==> config.mk <==
export PLATFORM = sky130hd
export DESIGN_NAME = tmr_ch
export DESIGN_NICKNAME = d
export VERILOG_FILES = /design/src/rtl/tmr_ch_pkg.sv /design/src/rtl/tmr_ch_flag.sv /design/src/rtl/tmr_ch_valreg.sv /design/src/rtl/tmr_ch_match.sv /design/src/rtl/tmr_ch.sv
export SDC_FILE = /design/constraint.sdc
export NUM_CORES = 1
export LEC_CHECK = 0
export ABC_CLOCK_PERIOD_IN_PS = 2100
export CORE_MARGIN = 3
export CORE_UTILIZATION = 35
export CTS_CLUSTER_DIAMETER = 120
export CTS_CLUSTER_SIZE = 16
export DETAILED_ROUTE_END_ITERATION = 10
export DONT_BUFFER_PORTS = 1
export SLEW_MARGIN = 20
export SYNTH_ARGS = -nofsm -noshare
export SYNTH_HDL_FRONTEND = slang
export SYNTH_SLANG_ARGS = --single-unit
==> constraint.sdc <==
create_clock -name clk -period 2.1 [get_ports clk]
set_clock_uncertainty 0.15 [all_clocks]
set_input_delay 0 -clock clk [delete_from_list [all_inputs] [get_ports clk]]
set_output_delay 0 -clock clk [all_outputs]
set_load 0.03 [all_outputs]
==> src/rtl/tmr_ch_pkg.sv <==
package tmr_ch_pkg;

    localparam int BYTE_W = 8;

    typedef enum logic [1:0] {
        MODE_CAP  = 2'd0,
        MODE_CMP  = 2'd1,
        MODE_EPWM = 2'd2,
        MODE_CPWM = 2'd3
    } mode_e;

    typedef enum logic [1:0] {
        ADR_CTRL = 2'd0,
        ADR_VHI  = 2'd1,
        ADR_VLO  = 2'd2,
        ADR_RSV  = 2'd3
    } addr_e;

    localparam int FLAG_POS = 7;
    localparam int EDGE_POS = 2;

    typedef struct packed {
        logic st_rd;
        logic st_wr;
        logic hi_rd;
        logic lo_rd;
        logic hi_wr;
        logic lo_wr;
    } bus_dec_t;

    function automatic logic [BYTE_W-1:0] pack_status(logic flag, logic cap_fall, mode_e m);
        logic [BYTE_W-1:0] r;
        r = '0;
        r[FLAG_POS] = flag;
        r[EDGE_POS] = cap_fall;
        r[1:0] = m;
        return r;
    endfunction

endpackage

==> src/rtl/tmr_ch_flag.sv <==
module tmr_ch_flag (
    input  logic clk,
    input  logic rst,
    input  logic set_evt,
    input  logic st_rd,
    input  logic st_wr,
    input  logic wr_flag_bit,
    output logic flag
);
    logic flag_q, arm_q;
    logic flag_nxt, arm_nxt;

    always_comb begin
        flag_nxt = flag_q;
        if (set_evt)
            flag_nxt = 1'b1;
        else if (st_wr && !wr_flag_bit && arm_q)
            flag_nxt = 1'b0;

        arm_nxt = arm_q;
        if (!flag_nxt)
            arm_nxt = 1'b0;
        else if (st_rd && flag_q)
            arm_nxt = 1'b1;
    end

    always_ff @(posedge clk) begin
        if (rst) begin
            flag_q <= 1'b0;
            arm_q  <= 1'b0;
        end else begin
            flag_q <= flag_nxt;
            arm_q  <= arm_nxt;
        end
    end

    assign flag = flag_q;
endmodule

==> src/rtl/tmr_ch_valreg.sv <==
module tmr_ch_valreg #(
    parameter int BYTE_W = 8
) (
    input  logic                clk,
    input  logic                rst,
    input  logic                wr_hi,
    input  logic                wr_lo,
    input  logic [BYTE_W-1:0]   wdata,
    input  logic                wr_block,
    input  logic                cap_load,
    input  logic [2*BYTE_W-1:0] cap_val,
    input  logic                freeze,
    input  logic                rd_hi,
    input  logic                rd_lo,
    input  logic                clr_hold,
    output logic [2*BYTE_W-1:0] val,
    output logic [BYTE_W-1:0]   hi_data,
    output logic [BYTE_W-1:0]   lo_data
);
    localparam int VAL_W = 2 * BYTE_W;
    localparam int LANES = VAL_W / BYTE_W;

    logic [VAL_W-1:0]  val_q;
    logic [BYTE_W-1:0] hold_q;
    logic              held_q;
    logic [LANES-1:0]  lane_wr;

    assign lane_wr = {wr_hi, wr_lo};

    always_ff @(posedge clk) begin
        if (rst) begin
            val_q <= '0;
        end else if (cap_load) begin
            val_q <= cap_val;
        end else if (!wr_block) begin
            for (int b = 0; b < LANES; b++) begin
                if (lane_wr[b])
                    val_q[b*BYTE_W +: BYTE_W] <= wdata;
            end
        end
    end

    always_ff @(posedge clk) begin
        if (rst) begin
            held_q <= 1'b0;
            hold_q <= '0;
        end else if (freeze) begin
            if (clr_hold)
                held_q <= 1'b0;
        end else if (rd_hi) begin
            held_q <= 1'b1;
            hold_q <= val_q[BYTE_W-1:0];
        end else if (rd_lo) begin
            held_q <= 1'b0;
        end
    end

    assign val     = val_q;
    assign hi_data = val_q[VAL_W-1:BYTE_W];
    assign lo_data = (held_q && !freeze) ? hold_q : val_q[BYTE_W-1:0];
endmodule

==> src/rtl/tmr_ch_match.sv <==
module tmr_ch_match
    import tmr_ch_pkg::*;
#(
    parameter int VAL_W = 16
) (
    input  logic             clk,
    input  logic             rst,
    input  mode_e            mode,
    input  logic             cap_fall,
    input  logic [VAL_W-1:0] cnt,
    input  logic             cnt_down,
    input  logic             cnt_wrap,
    input  logic [VAL_W-1:0] val,
    input  logic             cap_pin,
    output logic             set_evt,
    output logic             cap_load,
    output logic             ch_out
);
    logic cap_q, out_q, out_nxt;
    logic hit, below, cap_edge;

    assign hit      = (cnt == val);
    assign below    = (cnt < val);
    assign cap_edge = cap_fall ? (cap_q & ~cap_pin) : (~cap_q & cap_pin);

    always_comb begin
        set_evt  = 1'b0;
        cap_load = 1'b0;
        out_nxt  = out_q;
        case (mode)
            MODE_CAP: begin
                set_evt  = cap_edge;
                cap_load = cap_edge;
                out_nxt  = 1'b0;
            end
            MODE_CMP: begin
                set_evt = hit;
                if (hit)
                    out_nxt = ~out_q;
            end
            MODE_EPWM: begin
                set_evt = hit & ~cnt_down;
                if (hit && !cnt_down)
                    out_nxt = 1'b0;
                else if (cnt_wrap)
                    out_nxt = 1'b1;
            end
            default: begin
                set_evt = hit;
                out_nxt = below;
            end
        endcase
    end

    always_ff @(posedge clk) begin
        if (rst) begin
            cap_q <= 1'b0;
            out_q <= 1'b0;
        end else begin
            cap_q <= cap_pin;
            out_q <= out_nxt;
        end
    end

    assign ch_out = out_q;
endmodule

==> src/rtl/tmr_ch.sv <==
module tmr_ch
    import tmr_ch_pkg::*;
#(
    parameter int BYTE_W = tmr_ch_pkg::BYTE_W
) (
    input  logic                clk,
    input  logic                rst,
    input  logic [2*BYTE_W-1:0] cnt_val,
    input  logic                cnt_down,
    input  logic                cnt_wrap,
    input  logic                cap_pin,
    input  logic                dbg_freeze,
    input  logic [1:0]          bus_addr,
    input  logic                bus_wr,
    input  logic                bus_rd,
    input  logic [BYTE_W-1:0]   bus_wdata,
    output logic [BYTE_W-1:0]   bus_rdata,
    output logic                ch_out,
    output logic                ch_flag
);
    localparam int VAL_W = 2 * BYTE_W;

    bus_dec_t          dec;
    mode_e             mode_q;
    logic              cap_fall_q;
    logic [VAL_W-1:0]  val_w;
    logic [BYTE_W-1:0] hi_w, lo_w;
    logic              set_evt_w, cap_load_w;

    always_comb begin
        dec.st_rd = bus_rd && (bus_addr == ADR_CTRL);
        dec.st_wr = bus_wr && (bus_addr == ADR_CTRL);
        dec.hi_rd = bus_rd && (bus_addr == ADR_VHI);
        dec.lo_rd = bus_rd && (bus_addr == ADR_VLO);
        dec.hi_wr = bus_wr && (bus_addr == ADR_VHI);
        dec.lo_wr = bus_wr && (bus_addr == ADR_VLO);
    end

    always_ff @(posedge clk) begin
        if (rst) begin
            mode_q     <= MODE_CAP;
            cap_fall_q <= 1'b0;
        end else if (dec.st_wr) begin
            mode_q     <= mode_e'(bus_wdata[1:0]);
            cap_fall_q <= bus_wdata[EDGE_POS];
        end
    end

    tmr_ch_match #(.VAL_W(VAL_W)) u_match (
        .clk      (clk),
        .rst      (rst),
        .mode     (mode_q),
        .cap_fall (cap_fall_q),
        .cnt      (cnt_val),
        .cnt_down (cnt_down),
        .cnt_wrap (cnt_wrap),
        .val      (val_w),
        .cap_pin  (cap_pin),
        .set_evt  (set_evt_w),
        .cap_load (cap_load_w),
        .ch_out   (ch_out)
    );

    tmr_ch_valreg #(.BYTE_W(BYTE_W)) u_val (
        .clk      (clk),
        .rst      (rst),
        .wr_hi    (dec.hi_wr),
        .wr_lo    (dec.lo_wr),
        .wdata    (bus_wdata),
        .wr_block (mode_q == MODE_CAP),
        .cap_load (cap_load_w),
        .cap_val  (cnt_val),
        .freeze   (dbg_freeze),
        .rd_hi    (dec.hi_rd),
        .rd_lo    (dec.lo_rd),
        .clr_hold (dec.st_wr),
        .val      (val_w),
        .hi_data  (hi_w),
        .lo_data  (lo_w)
    );

    tmr_ch_flag u_flag (
        .clk         (clk),
        .rst         (rst),
        .set_evt     (set_evt_w),
        .st_rd       (dec.st_rd),
        .st_wr       (dec.st_wr),
        .wr_flag_bit (bus_wdata[FLAG_POS]),
        .flag        (ch_flag)
    );

    always_comb begin
        case (bus_addr)
            ADR_CTRL: bus_rdata = pack_status(ch_flag, cap_fall_q, mode_q);
            ADR_VHI:  bus_rdata = hi_w;
            ADR_VLO:  bus_rdata = lo_w;
            default:  bus_rdata = '0;
        endcase
    end
endmodule

==> results of run 1 <==
-- worst max path at each step --
stage / end / slack [ns] / depth (start not counted)
after floorplan: u_flag.arm_q / 0.12 / 7
after global placement: u_flag.arm_q / 0.07 / 7
after detailed placement: u_flag.arm_q / 0.007 / 7
after CTS: u_val.val[11] / 0.01 / 6
after global routing: u_flag.arm_q / -0.01 / 7
final: u_flag.arm_q / 0.04 / 7
-- per-layer routing --
metal | track usage | part of all wire
met5 | 0 | 0
met4 | 0.0515 | 0.013
met3 | 0.0471 | 0.042
met2 | 0.303 | 0.49
met1 | 0.227 | 0.45
-- synth_stat cells (all sizes together) --
| master | instances |
|---|---|
| a2111oi | 1 |
| ha | 16 |
| a22oi | 1 |
| nand2 | 36 |
| nor2b | 4 |
| and3 | 2 |
| mux2i | 25 |
| clkinv | 1 |
| inv | 19 |
| dfxtp | 32 |
| o22ai | 1 |
| a21o | 1 |
| a211o | 1 |
| clkbuf | 6 |
| a21oi | 19 |
| nor2 | 28 |
| nand3b | 1 |
| nand2b | 4 |
| nor3 | 3 |
| buf | 4 |
| o21a | 2 |
| o31ai | 1 |
| mux2 | 1 |
| o211ai | 2 |
| a41oi | 1 |
| nand3 | 1 |
| a32oi | 1 |
| nand4 | 4 |
| o21ai | 13 |
| a211oi | 17 |
| or4 | 1 |
-- cells by family after synthesis --
logic type / synth area share
AO/OA/AOI/OAI: 0.201
adder cells (fa/ha/maj): 0.0995
buffers and inverters: 0.0572
multiplexers: 0.130
flip-flops: 0.318
AND/OR/NAND/NOR: 0.194
-- layout by cell type (no fill, tap or decap), types with 2 or more instances in the layout --
| cell | Yosys | layout |
|---|---|---|
| dlygate4sd3_1 | 0 | 41 |
| nand2_1 | 36 | 36 |
| buf_4 | 0 | 29 |
| nor2_1 | 27 | 27 |
| mux2i_1 | 25 | 25 |
| a21oi_1 | 19 | 19 |
| dfxtp_1 | 32 | 18 |
| a211oi_1 | 17 | 17 |
| inv_1 | 19 | 15 |
| dfxtp_2 | 0 | 14 |
| o21ai_0 | 11 | 11 |
| ha_4 | 0 | 11 |
| ha_1 | 16 | 5 |
| clkbuf_8 | 0 | 5 |
| inv_2 | 0 | 4 |
| nand2b_1 | 4 | 4 |
| nand4_1 | 4 | 4 |
| nor2b_1 | 4 | 4 |
| and3_1 | 2 | 2 |
| o21a_1 | 2 | 2 |
| o211ai_1 | 2 | 2 |
| buf_12 | 0 | 2 |
-- repair_timing --
action	in CTS	in global routing
cloned	0	0
hold endpoints to repair	32	1
resized for setup	1	33
hold buffers	41	1
setup endpoints to repair	1	6
setup buffers	0	6
pin swaps	0	4
-- flip-flops by register name, summed over array words and instances, names as in the netlist --
name / count
cap_fall_q: 1
mode_q: 2
u_flag.arm_q: 1
u_flag.flag: 1
u_match.cap_q: 1
u_match.ch_out: 1
u_val.held_q: 1
u_val.hold_q: 8
u_val.val: 16
-- power by group through the flow --
stage	registers (W)	logic, W	clock network, W
floorplan	0.000688	0.000222	0
global placement	0.000688	0.000317	0
detailed placement	0.000688	0.000320	0
CTS	0.000675	0.000406	0.000617
global route	0.000686	0.000510	0.000649
finish	0.000682	0.000463	0.000601
-- layout make-up --
cell class / count / area, sq um
sequential: 32 / 658
tap: 70 / 87.6
fill: 481 / 2320
inverter: 20 / 75.1
timing repair buffer: 73 / 679
clock inverter: 3 / 42.5
clock buffer: 5 / 68.8
multi-input combinational: 187 / 1400
-- tightest hold or removal path, cell delays in order --
cell and delay (ns):
ha_4 0.10, a21oi_1 0.04, o211ai_1 0.09, a211o_1 0.15, a21oi_1 0.06
-- per-stage QoR --
step	cell area, sq um	utilization
floorplan	2010	-
global placement	2250	0.421
detailed placement	2250	0.421
CTS	2790	0.523
global route	3010	0.564
finish	3010	0.564
==> results.tsv, run 1 <==
stage	metric	value	unit
outcome	status	finished, final reports clean	
clocking	Clock Path Buffers	2	
placement	routability cong.	0.816	
cells_and_area	layout cell share with drive strength beyond 1	0.244	
die	Core Region	0.00534	sq mm
yosys	Post-Syn Area	0.00201	sq mm
power	Cell Int Power	0.00124	W
worst_setup_path	Worst R2R Path Depth	7	
cells_and_area	Layout area overhead	49.7	%
clocking	CTS tree	done	
worst_setup_path	WS Path Type	reg -> reg	
power	Power Total	0.00175	W
clocking	Clock Sink Count	32	
power	Combinational Power Share	0.265	
worst_hold_path	Min-Delay Path Class	in -> reg	
die	die height	81.8	um
global_route	largest net degree at the start of global routing	33	
global_route	total grt overflow	0	
global_route	first-pass GRT wire length	9140	um
global_route	vias in the first global route	1904	
yosys	synthesized flop and latch total	32	
clocking	htree depth	2	
clocking	clock root buffer	clkbuf_8	
die	die area	0.00669	sq mm
clocking	Clk Latency, worst-skew pair	0.28	ns
worst_setup_path	capturing point of the worst reg2reg path	u_flag.arm_q	
drt	post-route ant nets	0	
yosys	Mapped Avg Cell Area	8.08	sq um
worst_setup_path	WP data arrival	2.13	ns
cells_and_area	n_diodes	0	
worst_hold_path	hold depth	5	
worst_setup_path	Crit path max-delay family	simple AND/OR/NAND/NOR gates	
power	Sw Pwr	0.000509	W
die	site row count	26	
sta	Hold Vio Cnt, Final	0	
worst_setup_path	critical path data required time	2.17	ns
sta	fin crit share	0.983	
yosys	Syn Inst Count	249	
clocking	Reg clk slew, reported paths	0.08	ns
die	I/O pin count	44	
worst_setup_path	Worst setup EP type	flip-flop	
sta	Final Setup Violations	0	
sta	setup TNS	0	ns
drt	Vias/cell	5.06	
cells_and_area	Final #Nets	369	
sta	Least-Margin Pin Slew	0.598	ns
yosys	Yosys top cell by area	dfxtp_1	
die	Die X	81.8	um
sta	f_max	484	MHz
placement	placed instance count	334	
worst_setup_path	CP bufs+invs	1	
drt	post-route DRC violation count	0	
sta	Tmin final	2.06	ns
worst_hold_path	Worst Min Path Start	cnt_val[11]	
power	Leak	1.17	nW
sta	max-slew violations	0	
global_route	antenna violations before repair	0	
drt	Starting DRT DRC Count	107	
power	Clk network pwr share	0.344	
worst_setup_path	Max stage delay on crit path	0.59	ns
sta	max_slew headroom	0.600	
yosys	Synthesized Nets	299	
power	share of power burned in registers	0.391	
power	Switching Share	0.292	
worst_setup_path	R2R Setup Slk	0.04	ns
cells_and_area	Non-Filler Instances	390	
placement	Port Buffers	0	
drt	router iterations before antenna repair	4	
yosys	share of the yosys chip area belonging to registers	0.318	
drt	routed vias	1974	
yosys	top cells by area, synth	dfxtp_1 (32%), mux2i_1 (12%), ha_1 (10%), nand2_1 (6.7%), a211oi_1 (6.3%)	
worst_setup_path	CP max FO	4	
worst_setup_path	startpoint class of the critical path	flip-flop	
drt	Routed Wire Length	6200	um
power	worst vdd ir	251	uV
drt	DR WL/cell	15.9	um
yosys	Netlist cell types	37	
yosys	post-synth top area share	0.318	
clocking	CTS buffer count	5	
worst_hold_path	Worst Hold Path EP	u_match.ch_out	
worst_setup_path	reg-to-reg critical path startpoint	u_val.val[14]	
placement	Post-Place Setup Slack	0.00680	ns
sta	RSZ-0062 raised after global routing	yes	
worst_setup_path	Critical-path top delay cell	or4_4	
worst_setup_path	CP cell instances	inv_2 > ha_4 > nand4_1 > or4_4 > o21ai_4 > a32oi_2 > nor3_2	
global_route	total track usage	0.181	
die	Initial Util	0.377	
worst_setup_path	Worst Setup SP	u_val.val[14]	
yosys	synthesis warning total	0	
power	PwrDens	580	mW/mm^2
placement	Post-DP HPWL	4070	um
sta	PnR worst setup slack	0.0357	ns
flow_run	max cap viols	0	
sta	worst hold slack	0.0496	ns
Note: power is estimated with default switching activity, not from simulation.
==> run 2, diff against run 1 <==
ABC_CLOCK_PERIOD_IN_PS = 2500   (was 2100)
MAX_ROUTING_LAYER = met4   (was default)
clock period = 2.5 ns   (was 2.1 ns; I/O delays follow)
==> results.tsv, run 2 (synthesis gave the netlist of run 1 again) <==
stage	metric	value	unit	change
outcome	status	finished, violations left		was finished, final reports clean
outcome	failing checks	negative hold slack		
drt	DR WL/cell	16.4	um	was 15.9 um
flow_run	max cap viols	0		unchanged
sta	Final Setup Violations	0		unchanged
clocking	Clock Sink Count	32		unchanged
cells_and_area	layout cell share with drive strength beyond 1	0.0864		was 0.244
global_route	total track usage	0.200		was 0.181
die	Core Region	0.00534	sq mm	unchanged
worst_setup_path	Critical Path Most Common Cell	dlygate4sd3_1		
sta	RSZ-0062 raised after global routing	no		was yes
worst_setup_path	CP max FO	8		was 4
die	die height	81.8	um	unchanged
clocking	Reg clk slew, reported paths	0.07	ns	was 0.08 ns
global_route	first-pass GRT wire length	9750	um	was 9140 um
cells_and_area	Final #Nets	351		was 369
power	PwrDens	477	mW/mm^2	was 580 mW/mm^2
power	Clk network pwr share	0.304		was 0.344
worst_hold_path	Min-Delay Path Class	in -> reg		unchanged
power	Leak	1.06	nW	was 1.17 nW
worst_setup_path	Crit path max-delay family	buffers and inverters		was simple AND/OR/NAND/NOR gates
drt	routed vias	1965		was 1974
sta	setup TNS	0	ns	unchanged
sta	f_max	450	MHz	
die	I/O pin count	44		unchanged
sta	worst hold slack	-0.000160	ns	was 0.0496 ns
placement	routability cong.	0.823		was 0.816
die	Die X	81.8	um	unchanged
clocking	Clk Latency, worst-skew pair	0.29	ns	was 0.28 ns
clocking	htree depth	2		unchanged
placement	Post-DP HPWL	4080	um	was 4070 um
drt	Vias/cell	5.30		was 5.06
global_route	largest net degree at the start of global routing	33		unchanged
global_route	vias in the first global route	1982		was 1904
cells_and_area	Largest register FFs	16		unchanged
cells_and_area	commonest non-fill, non-tap cell in the layout	dlygate4sd3_1		unchanged
worst_setup_path	CP cell instances	dlygate4sd3_1 > inv_1 > nand2_1 > nor2_4 > mux2i_1 > a211oi_1 > dlygate4sd3_1		was inv_2 > ha_4 > nand4_1 > or4_4 > o21ai_4 > a32oi_2 > nor3_2
global_route	antenna violations before repair	0		unchanged
power	Power Total	0.00128	W	was 0.00175 W
die	die area	0.00669	sq mm	unchanged
cells_and_area	Layout area overhead	33.6	%	was 49.7%
power	Combinational Power Share	0.244		was 0.265
drt	Routed Wire Length	6100	um	was 6200 um
power	Sw Pwr	0.000394	W	was 0.000509 W
worst_setup_path	WP data arrival	2.30	ns	was 2.13 ns
cells_and_area	Non-Filler Instances	371		was 390
sta	fin crit share	0.889		
placement	area of placed instances	0.00213	sq mm	was 0.00225 sq mm
cells_and_area	most frequent cells in the layout	dlygate4sd3_1 (44), nand2_1 (36), dfxtp_1 (32)		was dlygate4sd3_1 (41), nand2_1 (36), buf_4 (29)
worst_setup_path	critical path data required time	2.58	ns	was 2.17 ns
sta	Least-Margin Pin Slew	0.512	ns	was 0.598 ns
power	Switching Share	0.307		was 0.292
cells_and_area	post-route cell area	0.00269	sq mm	was 0.00301 sq mm
power	worst vdd ir	201	uV	was 251 uV
drt	post-route DRC violation count	0		unchanged
power	Cell Int Power	0.000887	W	was 0.00124 W
cells_and_area	n_diodes	0		unchanged
sta	max-slew violations	0		unchanged
global_route	total grt overflow	0		unchanged
worst_setup_path	CP bufs+invs	3		was 1
power	share of power burned in registers	0.452		was 0.391
die	Initial Util	0.377		unchanged
sta	Hold Vio Cnt, Final	1		was 0
worst_setup_path	startpoint class of the critical path	primary input		was flip-flop
worst_setup_path	Max stage delay on crit path	0.59	ns	about the same
clocking	CTS tree	done		unchanged
placement	placed instance count	318		was 334
clocking	CTS buffer count	5		unchanged
drt	Starting DRT DRC Count	113		was 107
clocking	clock root buffer	clkbuf_8		unchanged
worst_setup_path	Critical-path top delay cell	dlygate4sd3_1		was or4_4
placement	Port Buffers	0		unchanged
drt	router iterations before antenna repair	4		unchanged
worst_setup_path	Worst setup EP type	flip-flop		unchanged
sta	max_slew headroom	0.659		was 0.600
clocking	Clock Path Buffers	2		unchanged
sta	Tmin final	2.22	ns	
drt	post-route ant nets	0		unchanged
worst_setup_path	WS Path Type	in -> reg		was reg -> reg
die	site row count	26		unchanged
run 2: cell count changes in the layout (fill, tap and decap cells not counted), sizes merged:
cell / previous run / this run
bufinv: 1 / 0
clkbuf: 5 / 6
buf: 32 / 11
clkinvlp: 1 / 0
dlygate4sd3: 41 / 44
run 2: repair_timing:
item                                    4_1_cts  5_1_grt
endpoints found under the setup margin        0        4
hold buffers                                 45        0
buffers inserted                              0        1
hold endpoints to repair                     32        0
resized for setup                             0        1
run 2: worst paths after layout:
path,end,cells after the start,slack [ns],startpoint
setup / recovery,u_val.val[7],7,0.28,bus_addr[0]
hold / removal,u_val.held_q,3,-0.0002,bus_rd
setup reg to reg,u_flag.arm_q,7,0.30,u_val.val[15]
hold reg to reg,u_val.hold_q[0],2,0.31,u_val.hold_q[0]
run 2: stage by stage:
| step | util | setup slack (ns) |
|---|---|---|
| after floorplan | - | 0.523 |
| after global placement | 0.399 | 0.417 |
| after detailed placement | 0.399 | 0.343 |
| after CTS | 0.500 | 0.120 |
| after global routing | 0.504 | 0.141 |
| final | 0.504 | 0.277 |
run 2: tightest hold or removal path: stages:
cell     delay (ns)
nor2b_1        0.14
a22oi_1        0.19
nor3_1         0.06
run 2: layout make-up:
| type | instances | area, sq um |
|---|---|---|
| inverter | 20 | 75.1 |
| fill | 537 | 2650 |
| clock inverter | 1 | 5.00 |
| tap | 70 | 87.6 |
| multi-input combinational | 187 | 1260 |
| timing repair buffer | 55 | 548 |
| clock buffer | 6 | 72.6 |
| sequential | 32 | 641 |
run 2: layer usage:
| metal | vias up | global-route usage | routed length, um | share of wire |
|---|---|---|---|---|
| met2 | 44 | 0.300 | 2890 | 0.47 |
| li1 | 981 | - | - | - |
| met5 | - | - | 0 | 0 |
| met4 | 0 | 0.0880 | 95 | 0.016 |
| met1 | 932 | 0.261 | 2810 | 0.46 |
| met3 | 8 | 0.0362 | 305 | 0.050 |
run 2: power groups by stage:
stage,sequential [W],clock [W],combinational [W]
floorplan,0.000578,0,0.000186
global placement,0.000586,0,0.000225
detailed placement,0.000589,0,0.000225
CTS,0.000578,0.000392,0.000309
global route,0.000583,0.000417,0.000351
finish,0.000579,0.000390,0.000312
==> run 3, diff against run 2 <==
CELL_PAD_IN_SITES_DETAIL_PLACEMENT = 0   (was default)
CELL_PAD_IN_SITES_GLOBAL_PLACEMENT = 1   (was default)
PLACE_DENSITY_LB_ADDON = 0.1   (was default)
==> results.tsv, run 3 (synthesis gave the netlist of run 1 again) <==
stage	metric	value	unit	change
placement	Port Buffers	0		unchanged
die	die area	0.00669	sq mm	unchanged
sta	Hold Vio Cnt, Final	0		was 1
drt	Starting DRT DRC Count	43		was 113
sta	max-slew violations	0		unchanged
cells_and_area	Layout area overhead	34.3	%	was 33.6%
power	worst vdd ir	203	uV	was 201 uV
cells_and_area	commonest non-fill, non-tap cell in the layout	dlygate4sd3_1		unchanged
clocking	clock root buffer	clkbuf_8		unchanged
worst_setup_path	CP max FO	8		unchanged
sta	setup TNS	0	ns	unchanged
clocking	Clock Path Buffers	2		unchanged
sta	fin crit share	0.881		was 0.889
outcome	status	finished, final reports clean		was finished, violations left
worst_setup_path	critical path data required time	2.53	ns	was 2.58 ns
drt	post-route ant nets	0		unchanged
worst_setup_path	R2R Setup Slk	0.36	ns	was 0.30 ns
cells_and_area	n_diodes	0		unchanged
global_route	vias in the first global route	1932		was 1982
global_route	total track usage	0.203		was 0.200
drt	Vias/cell	5.10		was 5.30
worst_hold_path	hold depth	5		was 3
placement	Post-Place Setup Slack	0.377	ns	was 0.343 ns
sta	PnR worst setup slack	0.298	ns	was 0.277 ns
clocking	Reg clk slew, reported paths	0.07	ns	about the same
power	PwrDens	488	mW/mm^2	was 477 mW/mm^2
die	Core Region	0.00534	sq mm	unchanged
die	die height	81.8	um	unchanged
placement	Post-DP HPWL	4270	um	was 4080 um
global_route	largest net degree at the start of global routing	33		unchanged
worst_setup_path	CP cell instances	dlygate4sd3_1 > inv_1 > nand2_1 > nor2_4 > mux2i_1 > a211oi_1 > dlygate4sd3_1		unchanged
global_route	antenna violations before repair	0		unchanged
die	I/O pin count	44		unchanged
drt	Routed Wire Length	6130	um	was 6100 um
worst_hold_path	Worst Min Path Start	cnt_val[15]		was bus_rd
worst_hold_path	Min-Delay Path Class	in -> reg		unchanged
worst_setup_path	Critical Path Most Common Cell	dlygate4sd3_1		unchanged
clocking	Clk Latency, worst-skew pair	0.29	ns	about the same
cells_and_area	Largest register FFs	16		unchanged
sta	max_slew headroom	0.657		was 0.659
sta	worst hold slack	0.0344	ns	was -0.000160 ns
cells_and_area	layout cell share with drive strength beyond 1	0.0891		was 0.0864
worst_setup_path	reg-to-reg critical path startpoint	mode_q[1]		was u_val.val[15]
worst_setup_path	Worst setup EP type	flip-flop		unchanged
power	Leak	1.07	nW	was 1.06 nW
sta	Tmin final	2.20	ns	was 2.22 ns
cells_and_area	Non-Filler Instances	373		was 371
placement	placed instance count	320		was 318
drt	routed vias	1903		was 1965
cells_and_area	most frequent cells in the layout	dlygate4sd3_1 (43), nand2_1 (36), dfxtp_1 (32)		was dlygate4sd3_1 (44), nand2_1 (36), dfxtp_1 (32)
sta	Least-Margin Pin Slew	0.514	ns	was 0.512 ns
sta	Final Setup Violations	0		unchanged
flow_run	max cap viols	0		unchanged
clocking	Clock Sink Count	32		unchanged
drt	DR WL/cell	16.4	um	about the same
global_route	total grt overflow	0		unchanged
clocking	post-cts resize count	0		unchanged
clocking	CTS tree	done		unchanged
drt	router iterations before antenna repair	4		unchanged
sta	RSZ-0062 raised after global routing	no		unchanged
worst_setup_path	Critical-path top delay cell	dlygate4sd3_1		unchanged
worst_setup_path	capturing point of the worst reg2reg path	u_val.val[10]		was u_flag.arm_q
die	Initial Util	0.377		unchanged
worst_setup_path	startpoint class of the critical path	primary input		unchanged
placement	routability cong.	0.806		was 0.823
cells_and_area	Final #Nets	352		was 351
worst_setup_path	CP bufs+invs	3		unchanged
worst_setup_path	WS Path Type	in -> reg		unchanged
clocking	CTS buffer count	5		unchanged
worst_setup_path	WP data arrival	2.23	ns	was 2.30 ns
worst_setup_path	Max stage delay on crit path	0.59	ns	about the same
worst_hold_path	Worst Hold Path EP	u_match.ch_out		was u_val.held_q
worst_setup_path	Worst R2R Path Depth	6		was 7
worst_setup_path	Crit path max-delay family	buffers and inverters		unchanged
drt	post-route DRC violation count	0		unchanged
clocking	htree depth	2		unchanged
global_route	first-pass GRT wire length	9890	um	was 9750 um
die	Die X	81.8	um	unchanged
die	site row count	26		unchanged
sta	f_max	454	MHz	was 450 MHz
[run 3: changes by cell type in the layout (fill, tap and decap cells not counted), sizes merged]
cell / delta
clkbuf: +2
buf: +2
dlygate4sd3: -1
clkinv: -1
[run 3: repair_timing]
item                                    in CTS  in global routing
setup buffers                                0                  1
hold endpoints to repair                    32                  0
endpoints found under the setup margin       0                  2
hold buffers                                44                  0
[run 3: worst max path at each step]
stage / slack, ns / cells past startpoint / endpoint / start
after floorplan: 0.52 / 7 / u_flag.arm_q / u_val.val[15]
after global placement: 0.42 / 7 / u_flag.arm_q / u_val.val[15]
after detailed placement: 0.38 / 7 / u_flag.arm_q / u_val.val[15]
after CTS: 0.18 / 5 / u_val.val[13] / mode_q[1]
after global routing: 0.14 / 7 / u_val.val[5] / bus_addr[0]
final: 0.30 / 7 / u_val.val[6] / bus_addr[0]
[run 3: power breakdown]
group / internal [W] / leakage [nW] / switching, W
combinational: 0.000156 / 0.759 / 0.000158
clock: 0.000225 / 0.0455 / 0.000204
sequential: 0.000542 / 0.262 / 0.0000345
total: 0.000922 / 1.07 / 0.000396
[run 3: final cells by class]
type | count | area (sq um)
clock buffers | 8 | 90.1
fillers | 544 | 2630
inverters | 20 | 75.1
multi-input cells | 187 | 1260
flip-flops and latches | 32 | 641
well taps | 70 | 87.6
repair buffers | 56 | 553
[run 3: tightest hold or removal path: cells and delay by family]
family,cells,cell delay (ns)
fa+ha+maj,1,0.13
compound gates,4,0.31
[run 3: metal layers]
| metal | vias up | global-route usage | share of wire |
|---|---|---|---|
| met5 | - | - | 0 |
| met4 | 0 | 0.0548 | 0.010 |
| met3 | 7 | 0.0373 | 0.046 |
| met2 | 40 | 0.335 | 0.47 |
| met1 | 874 | 0.256 | 0.47 |
| li1 | 982 | - | - |
[run 3: through the flow]
stage                     power (W)  area (sq um)  utilization
after floorplan            0.000764          2010            -
after global placement     0.000821          2140        0.402
after detailed placement   0.000819          2140        0.402
after CTS                   0.00133          2680        0.503
after global routing        0.00139          2700        0.507
final                       0.00132          2700        0.507
